### src/rtl/elink_pkt_framer.sv
module elink_pkt_framer (
  input  logic       clk,
  input  logic       rst_n,
  input  logic       in_valid,
  input  logic [7:0] in_data,
  input  logic       in_sop,
  input  logic       in_eop,
  input  logic [1:0] cfg_mode,
  input  logic [15:0] cfg_maxlen,
  input  logic       cfg_csum_en,
  output logic       out_valid,
  output logic [7:0] out_data,
  output logic       out_first,
  output logic       out_last,
  output logic [7:0] out_sid,
  output logic       out_stat_valid,
  output logic [2:0] out_status
);
  localparam logic [1:0] MODE_MARK = 2'd0;
  localparam logic [1:0] MODE_LEN  = 2'd1;

  typedef enum logic [1:0] {S_IDLE, S_LHI, S_LLO, S_BODY} st_t;

  st_t         st_q;
  logic [1:0]  mode_q;
  logic [15:0] mlen_q, len_q, cnt_q;
  logic        cken_q;
  logic [7:0]  sid_q, sum_q, held_q;
  logic        hv_q, hfirst_q, fin_q;
  logic        trunc_q, short_q, ckerr_q;

  logic idle, keep, len_end, end_b;
  logic [1:0] mode;

  assign idle    = (st_q == S_IDLE) && !fin_q;
  assign mode    = idle ? cfg_mode : mode_q;
  assign keep    = (mlen_q == 16'd0) || (cnt_q < mlen_q);
  assign len_end = (mode_q == MODE_LEN) && (cnt_q == len_q - 16'd1);
  assign end_b   = in_valid && (st_q == S_BODY) && (in_eop || len_end);

  always_ff @(posedge clk) begin
    if (!rst_n) begin
      st_q <= S_IDLE;
      mode_q <= MODE_MARK;
      mlen_q <= '0;
      cken_q <= 1'b0;
      len_q <= '0;
      cnt_q <= '0;
      sid_q <= '0;
      sum_q <= '0;
      held_q <= '0;
      hv_q <= 1'b0;
      hfirst_q <= 1'b0;
      fin_q <= 1'b0;
      trunc_q <= 1'b0;
      short_q <= 1'b0;
      ckerr_q <= 1'b0;
      out_valid <= 1'b0;
      out_data <= '0;
      out_first <= 1'b0;
      out_last <= 1'b0;
      out_sid <= '0;
      out_stat_valid <= 1'b0;
      out_status <= '0;
    end else begin
      out_valid <= 1'b0;
      out_first <= 1'b0;
      out_last <= 1'b0;
      out_stat_valid <= 1'b0;
      out_status <= '0;

      if (idle) begin
        mode_q <= cfg_mode;
        mlen_q <= cfg_maxlen;
        cken_q <= cfg_csum_en;
      end

      if (fin_q) begin
        out_valid <= 1'b1;
        out_data <= held_q;
        out_first <= hfirst_q;
        out_last <= 1'b1;
        out_sid <= sid_q;
        out_stat_valid <= 1'b1;
        out_status <= {ckerr_q, short_q, trunc_q};
        fin_q <= 1'b0;
        hv_q <= 1'b0;
      end

      case (st_q)
        S_IDLE: if (in_valid) begin
          if (mode[1]) begin
            out_valid <= 1'b1;
            out_data <= in_data;
            out_sid <= '0;
          end else if ((mode == MODE_MARK) ? (in_sop && !in_eop) : !in_eop) begin
            sid_q <= in_data;
            cnt_q <= '0;
            sum_q <= '0;
            trunc_q <= 1'b0;
            short_q <= 1'b0;
            ckerr_q <= 1'b0;
            st_q <= (mode == MODE_MARK) ? S_BODY : S_LHI;
          end
        end
        S_LHI: if (in_valid) begin
          len_q[15:8] <= in_data;
          st_q <= in_eop ? S_IDLE : S_LLO;
        end
        S_LLO: if (in_valid) begin
          len_q[7:0] <= in_data;
          st_q <= (in_eop || {len_q[15:8], in_data} == 16'd0) ? S_IDLE : S_BODY;
        end
        S_BODY: if (in_valid) begin
          cnt_q <= (&cnt_q) ? cnt_q : cnt_q + 16'd1;
          sum_q <= sum_q + in_data;
          if (keep) begin
            if (hv_q) begin
              out_valid <= 1'b1;
              out_data <= held_q;
              out_first <= hfirst_q;
              out_sid <= sid_q;
            end
            held_q <= in_data;
            hv_q <= 1'b1;
            hfirst_q <= !hv_q;
          end else begin
            trunc_q <= 1'b1;
          end
          if (end_b) begin
            st_q <= S_IDLE;
            fin_q <= 1'b1;
            short_q <= (mode_q == MODE_LEN) && !len_end;
            ckerr_q <= cken_q && (sum_q != in_data);
          end
        end
        default: st_q <= S_IDLE;
      endcase
    end
  end


  raw_pass_chk: assert property (@(posedge clk) disable iff (!rst_n)
    (idle && cfg_mode[1] && in_valid) |=>
      (out_valid && out_data == $past(in_data) && !out_first && !out_last && !out_stat_valid));


  quiet_idle_chk: assert property (@(posedge clk) disable iff (!rst_n)
    (idle && !in_valid) |=> !out_valid);


  stat_last_chk: assert property (@(posedge clk) disable iff (!rst_n)
    out_stat_valid |-> (out_valid && out_last));


  trunc_cfg_chk: assert property (@(posedge clk) disable iff (!rst_n)
    (out_stat_valid && out_status[0]) |-> (mlen_q != 16'd0));


  short_mode_chk: assert property (@(posedge clk) disable iff (!rst_n)
    (out_stat_valid && out_status[1]) |-> (mode_q == MODE_LEN));


  csum_en_chk: assert property (@(posedge clk) disable iff (!rst_n)
    (out_stat_valid && out_status[2]) |-> cken_q);


  first_seen_chk: assert property (@(posedge clk) disable iff (!rst_n)
    (out_valid && out_first) |-> !mode_q[1]);
endmodule

### config.mk
export PLATFORM = sky130hd
export DESIGN_NAME = elink_pkt_framer
export DESIGN_NICKNAME = d
export VERILOG_FILES = /design/src/rtl/elink_pkt_framer.sv
export SDC_FILE = /design/constraint.sdc
export NUM_CORES = 1
export LEC_CHECK = 0
export BUFFER_PORTS_ARGS = -buffer_cell sky130_fd_sc_hd__buf_2
export CORE_MARGIN = 2
export CORE_UTILIZATION = 53
export DETAILED_ROUTE_END_ITERATION = 12
export PLACE_DENSITY = 0.73
export SLEW_MARGIN = 20
export SYNTH_ARGS = -nofsm -noshare
export SYNTH_HDL_FRONTEND = slang
export SYNTH_SLANG_ARGS = --single-unit
### constraint.sdc
create_clock -name clk -period 3.2 [get_ports clk]
set_input_delay 0.64 -clock clk [delete_from_list [all_inputs] [get_ports clk]]
set_output_delay 0.64 -clock clk [all_outputs]
set_load 0.02 [all_outputs]
Word-level counts from Yosys, hierarchy flattened
Cells that the tools add are included.
Widths: inputs -> output; s select.

storage, ports and cells
  register bits after elaboration = 105
  input bits = 32
  word-level logic and storage cells = 140

cells by class
  add/sub/neg operators = 3
  order comparisons = 1
  equality and inequality tests = 15
  muxes and demuxes = 67
  bitwise logic cells = 1
  reductions and logical operators = 31

operators by type and width
  cell                   number
  $mux 8                 16
  $mux 16                5
  $pmux 8 s2             3
  $logic_not 16->1       2
  $pmux 16 s2            1
  $mux 1                 26
  $mux 2                 11
  $reduce_and 6->1       3
  $add 16x1->16 const B  1
  $eq 16x16->1           1
  $lt 16x16->1           1
  $ne 2x2->1 const B     8
  $reduce_and 16->1      1
  $sub 16x1->16 const B  1
  $add 8x8->8            1
  $ne 8x8->1             1
  $pmux 1 s2             4
  $pmux 2 s4             1
  $logic_and 1x1->1      7
  $reduce_and 7->1       1
  $reduce_and 2->1       3
  $reduce_and 3->1       2
  $reduce_and 5->1       1
  $eq 2x1->1 const B     2
  8 further kinds        15

Depth between registers and ports, before layout
  word-level depth = 9
  depth in mapped cells = 12

Worst setup path before layout
No wires, ideal clock.

  path kind = register to register
  from = register len_q[0]
  to = register short_q
  setup time = 0.122 ns
  data arrival time = 2.662 ns
  required time = 3.078 ns
  path slack = 0.416 ns
  stages on the path, launching flop included = 11
  clock period less this slack = 2.784 ns
  cell sequence = dfxtp_1 -> inv_1 -> ha_1 -> or4b_4 -> a211o_1 -> a21oi_2 -> a41oi_1 -> or4_4 -> o31ai_1 -> a21oi_1 -> a311o_1

on the way
  cells in the longest elaborated chain, start to end = 8

RTL lines
  item                    line  text
  from (decl)             26    logic [15:0] mlen_q, len_q, cnt_q;
  from (signal assigned)  111   len_q[7:0] <= in_data;
  $sub 16x1->16 (*)       38    assign len_end = (mode_q == MODE_LEN) && (cnt_q == len_q - 16'd1);
  $eq 16x16->1 (*)        38
  $logic_and 1x1->1 (*)   38
  $logic_not 1->1         133   short_q <= (mode_q == MODE_LEN) && !len_end;
  $logic_and 1x1->1       133
  $mux 1                  130   if (end_b) begin
  $mux 1                  114   S_BODY: if (in_valid) begin
  $pmux 1 s2              90    case (st_q)
  to (signal assigned)    133
  to (decl)               30    logic trunc_q, short_q, ckerr_q;

Mark *: on every way between the ends. The rest lies on a longest branch, timed or not. The select of a mux whose other input is x is not followed.
A chain may end at the register's enable or synchronous reset.

Worst setup path after layout
Ends and elaborated chain as after synthesis.

==> run metrics <==
Setup TNS Final=0 ns; num rows=37; Post-route DRC=0; total track usage=0.269; dpl hpwl=10.7 mm; Mapped Area=roughly 5700 um2; dpl cell area=6100 um2; Filler cells=approximately 940; CTS Buffer Depth=2; final RePlAce weighted congestion=0.898; Die Span Y=108 um; reg2reg setup slack=0.21 ns; P_leak=2.65 nW; Fin. Hold Viols=0; clk_lat worst skew=0.40 ns; Pwr per Cell Area=683 nW/um2; Slew @ Worst Pin=0.707 ns; largest net degree at the start of global routing=roughly 60; fraction of registers with async set/reset=0; setup repair after global routing missed its margin=no; worst vdd ir=about 0.68 mV; Routed WL=15.0 mm; fin crit period=2.99 ns; post-route cell area=6370 um2; Synth Warn #=0; WL/cell=17.0 um; Min-Delay Path Class=input port to flop; synthesis-to-finish area growth=12.0%; DR vias=5215; antenna-violating nets left=0; initial drt markers=295; max-slew violation total from the final report=0; die area=between 10000 and 15000 um2; Chip Width=108 um; drt pass-1 iters=5; first-pass GRT wire length=24.3 mm; Worst Skew=a little under 0.008 ns; final net count=799; Worst EP required=3.50 ns; Synth area leaders=dfxtp_1 (37%), ha_1 (6.2%), nand2_1 (5.3%); clock slew at reported path FFs=0.11 ns; max_cap viols=0; Synth area leader=dfxtp_1; Synth top cells by count=dfxtp_1 (105), nand2_1 (81), nor2_1 (76); CTS Buf Count=9; CTS tree=done; share of the synthesized area in the top cell type=0.370; most frequent cell after synthesis=dfxtp_1; EDFF count, synth=0; initial antenna violation count=0; vias in the first global route=slightly above 5000; status=finished, final reports clean; number of diodes=0; Seq/Total Area, Yosys=0.370; Initial Utilization=0.548; setup bufs post-CTS=0; Worst setup SP type=flop; share of layout cells above drive strength 1=0.147; Final Setup Violations=0; clock sinks=105; Top FF cell, synth=dfxtp_1; slew margin rel.=0.526; crit path DAT=3.29 ns; kind of critical path=flop to flop; library cells used by synthesis=63; Gate Count Post-Synth=693; Root Buffer Master=clkbuf_8; crit end category=flop; syn avg cell area=8.21 um2; number of top-level pins=55; final total power=4.35 mW; Critical Path Fanout Max=6; Via density=between 5 and 6; H-tree depth=3; total congestion overflow=0; Core Region=10400 um2; FMAX=approximately 0.33 GHz; I/O Buffers=54; #FFs+latches synth=around 110; Hold Slack=0.471 ns; post-synth net total=754; period utilization=0.935
==> area by class of cell <==
class / count / area, um2 / share of cell area
clock buffer: 9 / 124 / 0.0195
clock inverter: 7 / 125 / 0.0197
inverter: 28 / 105 / 0.0165
multi-input combinational: 522 / 3340 / 0.524
sequential: 105 / 2100 / 0.330
tap: 136 / 170 / 0.0267
timing repair buffer: 72 / 405 / 0.0637
==> per-layer routing <==
metal	routed length [um]	vias up	GRT usage
li1	-	2558	-
met1	6400	2460	0.319
met2	7330	154	0.459
met3	661	43	0.0454
met4	569	0	0.147
met5	0	-	0
==> cell usage in the layout, fill, tap and decap left out, types with 3 or more instances in the layout <==
cell,Yosys,layout
xnor2_1,17,17
a21o_1,8,8
a211oi_1,6,6
or3_1,4,4
mux2i_1,21,21
nor3_1,17,16
buf_4,1,18
a32o_1,5,5
xor2_1,22,22
nand3_1,35,35
o21ai_0,21,21
a221o_1,6,6
nand2b_1,9,9
a41oi_1,3,3
a311oi_1,4,4
o211ai_1,3,3
nor2_1,76,76
inv_1,27,27
buf_2,3,54
ha_1,28,28
dfxtp_1,105,105
a22oi_1,7,7
a211o_1,3,3
and3_1,3,3
o22ai_1,3,3
and2_1,6,6
bufinv_16,0,3
nor2b_1,3,3
nand2_1,81,81
clkbuf_8,0,9
o21a_1,4,4
a21oi_1,55,55
nor3_2,2,3
nor4_1,9,9
a31oi_1,8,8
nand4_1,16,16
mux2_2,10,10
==> state kept, by name, summed over array words and instances, names as in the netlist <==
signal          flops
st_q                2
hfirst_q            1
trunc_q             1
mode_q              2
out_status          3
out_first           1
sum_q               8
out_data            8
short_q             1
hv_q                1
cken_q              1
held_q              8
fin_q               1
out_sid             8
ckerr_q             1
sid_q               8
len_q              16
out_stat_valid      1
out_valid           1
cnt_q              16
mlen_q             16
==> power by group <==
| group | internal [mW] | switching, mW | total, mW |
|---|---|---|---|
| clock | 0.527 | 0.498 | 1.03 |
| sequential | 1.47 | 0.134 | 1.60 |
| combinational | 0.665 | 1.06 | 1.73 |
==> through the flow <==
step / util / setup slack, ns / instances
floorplan: - / 0.416 / 693
global route: 0.614 / 0.00474 / 879
finish: 0.614 / 0.209 / 879
global placement: 0.589 / 0.295 / 863
CTS: 0.613 / 0.215 / 879
detailed placement: 0.589 / 0.245 / 863
==> worst max-delay path, stage by stage, from the launching register on <==
cell     delay (ns)
dfxtp_1        0.36
inv_1          0.07
ha_1           0.25
or4b_4         0.49
a211o_1        0.25
a21oi_2        0.11
a41oi_1        0.05
or4_4          0.55
o31ai_1        0.32
a21oi_1        0.11
a311o_1        0.32
==> timing repair <==
action                                  4_1_cts  5_1_grt
endpoints found under the setup margin        0        2
endpoints found under the hold margin         0        0
resized for setup                             0        1
hold buffers                                  0        0
==> kinds of logic (layout without fill, tap and decap cells) <==
logic type,after synthesis,count (layout),synth area share
flip-flops,105,105,0.370
adder cells (fa/ha/maj),29,29,0.0651
AO/OA/AOI/OAI,151,151,0.176
AND/OR/NAND/NOR,272,272,0.226
buffers and inverters,66,116,0.0462
XOR/XNOR,39,39,0.0601
multiplexers,31,31,0.0568
==> final timing paths <==
path	cells after the start	startpoint	endpoint
worst min-delay path	3	cfg_maxlen[11]	mlen_q[11]
worst min register to register	1	hfirst_q	out_first
worst max-delay path	10	len_q[0]	short_q
worst max register to register	10	len_q[0]	short_q
Note: power is estimated with default switching activity, not from simulation.
